==> config.mk <==
export PLATFORM = sky130hd
export DESIGN_NAME = serial_shift_slice
export DESIGN_NICKNAME = d
export VERILOG_FILES = /design/src/rtl/slice_pkg.sv /design/src/rtl/slice_edge_sync.sv /design/src/rtl/slice_clkdiv.sv /design/src/rtl/slice_poscnt.sv /design/src/rtl/slice_shifter.sv /design/src/rtl/serial_shift_slice.sv
export SDC_FILE = /design/constraint.sdc
export NUM_CORES = 1
export LEC_CHECK = 0
export BUFFER_PORTS_ARGS = -buffer_cell sky130_fd_sc_hd__buf_2
export CAP_MARGIN = 5
export CELL_PAD_IN_SITES_DETAIL_PLACEMENT = 1
export CELL_PAD_IN_SITES_GLOBAL_PLACEMENT = 1
export CORE_MARGIN = 2
export CORE_UTILIZATION = 46
export CTS_CLUSTER_DIAMETER = 30
export DETAILED_ROUTE_END_ITERATION = 10
export PLACE_DENSITY_LB_ADDON = 0.1
export SLEW_MARGIN = 15
export SYNTH_ARGS = -nofsm -noshare
export SYNTH_HDL_FRONTEND = slang
export SYNTH_SLANG_ARGS = --single-unit
==> constraint.sdc <==
create_clock -name clk -period 6.3 [get_ports clk]
set_input_delay 1.26 -clock clk [delete_from_list [all_inputs] [get_ports clk]]
set_output_delay 1.26 -clock clk [all_outputs]
set_load 0.005 [all_outputs]
==> src/rtl/slice_pkg.sv <==
package slice_pkg;
    localparam int DEF_WIDTH = 32;
    localparam int DEF_PRE_W = 12;

    typedef enum logic {
        CLK_SRC_DIV = 1'b0,
        CLK_SRC_PIN = 1'b1
    } clk_src_e;
endpackage

==> src/rtl/slice_edge_sync.sv <==
module slice_edge_sync (
    input  logic clk,
    input  logic rst,
    input  logic pin_i,
    output logic fall_o
);
    typedef struct packed {
        logic s1;
        logic s2;
        logic s3;
    } sync_t;

    sync_t st_d, st_q;

    always_comb begin
        st_d    = st_q;
        st_d.s1 = pin_i;
        st_d.s2 = st_q.s1;
        st_d.s3 = st_q.s2;
    end

    always_ff @(posedge clk) begin
        if (rst) st_q <= '0;
        else     st_q <= st_d;
    end

    assign fall_o = st_q.s3 & ~st_q.s2;
endmodule

==> src/rtl/slice_clkdiv.sv <==
module slice_clkdiv
    import slice_pkg::*;
#(
    parameter int PRE_W = DEF_PRE_W
) (
    input  logic             clk,
    input  logic             rst,
    input  logic             enable_i,
    input  clk_src_e         src_i,
    input  logic [PRE_W-1:0] preset_i,
    input  logic [PRE_W-1:0] count_init_i,
    input  logic             pin_fall_i,
    output logic             tick_o
);
    typedef struct packed {
        logic [PRE_W-1:0] cnt;
    } div_t;

    div_t st_d, st_q;
    logic at_zero;

    assign at_zero = (st_q.cnt == '0);

    always_comb begin
        st_d = st_q;
        if (!enable_i) begin
            st_d.cnt = count_init_i;
        end else if (src_i == CLK_SRC_DIV) begin
            st_d.cnt = at_zero ? preset_i : st_q.cnt - 1'b1;
        end
        tick_o = enable_i && ((src_i == CLK_SRC_PIN) ? pin_fall_i : at_zero);
    end

    always_ff @(posedge clk) begin
        if (rst) st_q <= '0;
        else     st_q <= st_d;
    end

    // a zero count in internal mode reloads the divide value on the next edge
    a_r1_reload: assert property (@(posedge clk) disable iff (rst)
        (enable_i && src_i == CLK_SRC_DIV && at_zero) |=> (st_q.cnt == $past(preset_i)));

    // a disabled divider produces no shift
    a_r2_no_tick_idle: assert property (@(posedge clk) disable iff (rst)
        !enable_i |-> !tick_o);
endmodule

==> src/rtl/slice_poscnt.sv <==
module slice_poscnt #(
    parameter int WIDTH = 32,
    parameter int POS_W = $clog2(WIDTH)
) (
    input  logic             clk,
    input  logic             rst,
    input  logic             enable_i,
    input  logic             tick_i,
    input  logic             self_loop_i,
    input  logic [POS_W-1:0] pos_preset_i,
    output logic             wrap_o,
    output logic             exchange_o
);
    localparam logic [POS_W-1:0] FULL_LEN = POS_W'(WIDTH - 1);

    typedef struct packed {
        logic [POS_W-1:0] pos;
        logic             exch;
    } pos_t;

    pos_t st_d, st_q;
    logic [POS_W-1:0] reload;

    assign reload = self_loop_i ? FULL_LEN : pos_preset_i;
    assign wrap_o = tick_i && (st_q.pos == '0);

    always_comb begin
        st_d      = st_q;
        st_d.exch = 1'b0;
        if (!enable_i) begin
            st_d.pos = reload;
        end else if (tick_i) begin
            if (st_q.pos == '0) begin
                st_d.pos  = reload;
                st_d.exch = 1'b1;
            end else begin
                st_d.pos = st_q.pos - 1'b1;
            end
        end
    end

    always_ff @(posedge clk) begin
        if (rst) st_q <= '0;
        else     st_q <= st_d;
    end

    assign exchange_o = st_q.exch;

    // an exchange pulse only follows a shift taken at frame position zero
    a_r4_exch_origin: assert property (@(posedge clk) disable iff (rst)
        exchange_o |-> ($past(tick_i) && $past(st_q.pos) == '0));

    // loopback always restarts a full-length frame
    a_r6_full_len: assert property (@(posedge clk) disable iff (rst)
        (tick_i && self_loop_i && st_q.pos == '0) |=> (st_q.pos == FULL_LEN));
endmodule

==> src/rtl/slice_shifter.sv <==
module slice_shifter #(
    parameter int WIDTH = 32
) (
    input  logic             clk,
    input  logic             rst,
    input  logic             tick_i,
    input  logic             wrap_i,
    input  logic             self_loop_i,
    input  logic             din_i,
    input  logic             shadow_wr_i,
    input  logic [WIDTH-1:0] shadow_wdata_i,
    output logic             dout_o
);
    typedef struct packed {
        logic [WIDTH-1:0] work;
        logic [WIDTH-1:0] hold;
    } regs_t;

    regs_t st_d, st_q;
    logic             fill_bit;
    logic [WIDTH-1:0] shifted;

    assign fill_bit = self_loop_i ? st_q.work[0] : din_i;
    assign shifted  = {fill_bit, st_q.work[WIDTH-1:1]};

    always_comb begin
        st_d = st_q;
        if (shadow_wr_i) st_d.hold = shadow_wdata_i;
        if (tick_i) begin
            if (wrap_i) begin
                st_d.work = st_q.hold;
                st_d.hold = shifted;
            end else begin
                st_d.work = shifted;
            end
        end
    end

    always_ff @(posedge clk) begin
        if (rst) st_q <= '0;
        else     st_q <= st_d;
    end

    assign dout_o = st_q.work[0];

    // a plain shift moves every bit one place toward bit 0
    a_r7_shift_right: assert property (@(posedge clk) disable iff (rst)
        (tick_i && !wrap_i) |=> (st_q.work[WIDTH-2:0] == $past(st_q.work[WIDTH-1:1])));

    // the exchange shift installs the old holding word
    a_r5_swap_in: assert property (@(posedge clk) disable iff (rst)
        (tick_i && wrap_i) |=> (st_q.work == $past(st_q.hold)));

    // a write without an exchange lands in the holding register
    a_r12_hold_write: assert property (@(posedge clk) disable iff (rst)
        (shadow_wr_i && !(tick_i && wrap_i)) |=> (st_q.hold == $past(shadow_wdata_i)));
endmodule

==> src/rtl/serial_shift_slice.sv <==
module serial_shift_slice
    import slice_pkg::*;
#(
    parameter int WIDTH = DEF_WIDTH,
    parameter int PRE_W = DEF_PRE_W,
    parameter int POS_W = $clog2(WIDTH)
) (
    input  logic             clk,
    input  logic             rst,
    input  logic             enable,
    input  logic             cfg_ext_clk,
    input  logic             cfg_inv_clk,
    input  logic             cfg_self_loop,
    input  logic             cfg_oe,
    input  logic [PRE_W-1:0] cfg_preset,
    input  logic [PRE_W-1:0] cfg_count_init,
    input  logic [POS_W-1:0] cfg_pos_preset,
    input  logic             ext_pin,
    input  logic             din,
    input  logic             shadow_wr,
    input  logic [WIDTH-1:0] shadow_wdata,
    output logic             dout,
    output logic             oe,
    output logic             clk_out,
    output logic             exchange
);
    typedef struct packed {
        logic level;
        logic oe;
    } top_t;

    top_t     st_d, st_q;
    clk_src_e src;
    logic     pin_fall;
    logic     tick;
    logic     wrap;

    assign src = clk_src_e'(cfg_ext_clk);

    slice_edge_sync u_sync (
        .clk    (clk),
        .rst    (rst),
        .pin_i  (ext_pin),
        .fall_o (pin_fall)
    );

    slice_clkdiv #(.PRE_W(PRE_W)) u_div (
        .clk          (clk),
        .rst          (rst),
        .enable_i     (enable),
        .src_i        (src),
        .preset_i     (cfg_preset),
        .count_init_i (cfg_count_init),
        .pin_fall_i   (pin_fall),
        .tick_o       (tick)
    );

    slice_poscnt #(.WIDTH(WIDTH), .POS_W(POS_W)) u_pos (
        .clk          (clk),
        .rst          (rst),
        .enable_i     (enable),
        .tick_i       (tick),
        .self_loop_i  (cfg_self_loop),
        .pos_preset_i (cfg_pos_preset),
        .wrap_o       (wrap),
        .exchange_o   (exchange)
    );

    slice_shifter #(.WIDTH(WIDTH)) u_shift (
        .clk            (clk),
        .rst            (rst),
        .tick_i         (tick),
        .wrap_i         (wrap),
        .self_loop_i    (cfg_self_loop),
        .din_i          (din),
        .shadow_wr_i    (shadow_wr),
        .shadow_wdata_i (shadow_wdata),
        .dout_o         (dout)
    );

    always_comb begin
        st_d    = st_q;
        st_d.oe = cfg_oe;
        if (!enable)   st_d.level = 1'b0;
        else if (tick) st_d.level = ~st_q.level;
    end

    always_ff @(posedge clk) begin
        if (rst) st_q <= '0;
        else     st_q <= st_d;
    end

    assign clk_out = st_q.level ^ cfg_inv_clk;
    assign oe      = st_q.oe;

    // the clock level only moves on a shift while running
    a_r9_level_hold: assert property (@(posedge clk) disable iff (rst)
        (enable && !tick) |=> $stable(st_q.level));

    // a disabled slice raises no exchange pulse
    a_r2_no_exch_idle: assert property (@(posedge clk) disable iff (rst)
        !enable |=> !exchange);
endmodule

==> flow_metrics.tcl <==
set metrics [dict create \
    core_area_um2 9240 \
    routedWlPerCell_um 16.55 \
    die_h_um 101.6 \
    crit_type "input port to flip-flop" \
    slew_headroom_pct 25.03 \
    ir_drop_mv 0.1300 \
    io_pins 75 \
    hpwlAfterDp_um 6960 \
    portBuffers 74 \
    worstSetupEndpointType "flip-flop" \
    crit_path_start_kind "input port" \
    max_freq_mhz 334.1 \
    tightestPinTransition_ps 1124 \
    antenna_found_initial 0 \
    rsz0062_at_grt "no" \
    ys_warn_count 0 \
    antenna_cells 0 \
    std_cell_rows 35 \
    dr_wl_met3_um 251 \
    clk_path_buf_depth 2 \
    instances_no_fill 653 \
    async_flop_share_pct 0 \
    wl_met1_um 5258 \
    cts_setup_buffers 0 \
    setup_tns_ps 0 \
    netlist-cell-type-count 45 \
    cts_tree "built" \
    gp_congestion 0.8200 \
    final_common_cell "dfxtp_1" \
    htree_levels 3 \
    hold_viol 0 \
    finClkSkew_ps 15.27 \
    status "completed" \
    clock-root-buffer "clkbuf_8" \
    slew_viol_final 0 \
    routed_wl_um 10810 \
    worstSkewPairLatency_ps 360 \
    holdWs_ps 450.8 \
    die_area_um2 10310 \
    cts_num_sinks 87 \
    hp-class "flip-flop to flip-flop" \
    mostFrequentLayoutCells "87 x dfxtp_1, 78 x nor2_1, 73 x buf_2" \
    path_max_fanout 65 \
    ys_seq_area_share_pct 39.78 \
    dr_wl_met2_um 5115 \
    period_needed_ps 2993 \
    dr.pass1.iters 5 \
    drive_gt1_share_pct 24.62 \
    ys.flop_type "dfxtp_1" \
    num-nets-final 593 \
    drtAntennaViolNets 0 \
    drv_cap 0 \
    grt_pass1_vias 3722 \
    synth_edf_count 0 \
    critical_path_arrival_ps 3180 \
    syn_nets 544 \
    drt_first_iter_violations 93 \
    numCtsBuffers 9 \
    ys_ff_latch 87 \
    viasPerCell 5.616 \
    required_ps 6480 \
    netlist_instances 470 \
    grtUsageTotal_pct 21.36 \
    setup_viol 0 \
    post-route-drc-count 0 \
    vias 3667 \
    path_clk_slew_ps 90 \
    top_layer "met4" \
    area_growth_pct 13.12 \
    power_leakage_uw 0.001994 \
    powerDensity_nw_per_um2 247.6 \
    ctsResizeCount 0 \
    grt_pass1_wl_um 17710 \
    post-route-period-util_pct 47.51 \
    postCtsHoldBufs 0 \
    chipWidth_um 101.6 \
    grt_max_degree 90 \
    syn_area_um2 4378 \
    start_util_pct 47.38 \
    gr-total-overflow 0 \
    post-place-cells 637 \
    avgSynthCellArea_um2 9.315 \
]
## cell type report
class | count | area [um^2]
Tap cell | 129 | 161.4
Fill cell | 1108 | 4288
Timing Repair Buffer | 77 | 395.4
Clock buffer | 10 | 127.6
Sequential cell | 87 | 1742
Clock inverter | 6 | 70.07
Inverter | 10 | 37.54
Multi-Input combinational cell | 334 | 2419
## cells in the mapped netlist (2+ instances only)
| cell | count | share of area (%) |
|---|---|---|
| nand2b_1 | 3 | 0.43 |
| dfxtp_1 | 87 | 40 |
| buf_6 | 5 | 1.3 |
| nor3_1 | 10 | 1.1 |
| buf_2 | 9 | 1.0 |
| o22ai_1 | 9 | 1.3 |
| nand3_1 | 6 | 0.69 |
| o31a_1 | 2 | 0.40 |
| and3_1 | 8 | 1.1 |
| a211oi_1 | 35 | 6.0 |
| xor2_1 | 2 | 0.40 |
| ha_1 | 3 | 0.86 |
| mux2i_1 | 69 | 16 |
| nand2_1 | 10 | 0.86 |
| inv_1 | 10 | 0.86 |
| clkbuf_1 | 24 | 2.1 |
| or2_2 | 2 | 0.29 |
| o31ai_1 | 2 | 0.34 |
| xnor2_1 | 5 | 1.0 |
| a311oi_1 | 2 | 0.40 |
| a41oi_1 | 2 | 0.40 |
| nor2_1 | 78 | 6.7 |
| nor2b_1 | 5 | 0.71 |
| a21oi_1 | 17 | 1.9 |
| o21ai_0 | 16 | 1.8 |
| nand3b_1 | 2 | 0.34 |
| a211oi_2 | 29 | 8.3 |
## per-layer routing
| layer | GRT usage (%) | up-vias |
|---|---|---|
| met4 | 7.069 | 0 |
| li1 | - | 1818 |
| met2 | 35.73 | 52 |
| met1 | 28.55 | 1782 |
| met3 | 2.692 | 15 |
| met5 | 0 | - |
## worst max-delay path: stages
cell and delay (ps):
buf_2 190, nor2_1 260, nand4_2 240, a2111o_2 520, buf_4 360, nor2_1 240, a211oi_2 60
## cell families after synthesis
family                     share of synthesized area [%]
adders and majority gates                         0.8575
AOI/OAI and AO/OA                                  22.35
buffers and inverters                              5.316
and+or+nand+nor                                    14.52
xor gates and xnor gates                           1.400
muxes                                              15.78
DFF                                                39.78
## state kept, by name, summed over array words and instances, names as in the netlist
name	count
u_shift.st_q	32
u_div.st_q	12
u_sync.st_d	2
oe	1
u_sync.st_q	1
st_q	1
u_pos.exchange_o	1
u_shift.dout_o	1
u_shift.shifted	31
u_pos.st_q	5
## power by group
group	internal [uW]	leakage (uW)	switching, uW
registers	582	0.000714	28.6
clock network	186	0.0000944	208
logic	100	0.00119	121
total	869	0.00199	358
## stage by stage
stage	instance area [um^2]	utilization, %	total power (uW)	worst slack (ps)
after detailed placement	4755	51.46	843.5	2947
after global placement	4755	51.46	834.8	3016
after floorplan	4378	-	779.0	3603
after CTS	4952	53.60	1241	3330
after global routing	4952	53.60	1283	3183
final	4952	53.60	1226	3307
## path summary, 6_finish.rpt
check,start,to,slack [ps],cells past startpoint
max,cfg_ext_clk,u_shift.st_q[30]$_SDFF_PP0_,3310,7
min,u_sync.st_d[1]$_SDFF_PP0_,u_sync.st_d[0]$_SDFF_PP0_,450,1
max reg2reg,u_div.st_q[0]$_SDFFE_PP0P_,u_shift.st_q[30]$_SDFF_PP0_,3530,8
min reg2reg,u_sync.st_d[1]$_SDFF_PP0_,u_sync.st_d[0]$_SDFF_PP0_,450,1
(Power assumes the default switching activity.)
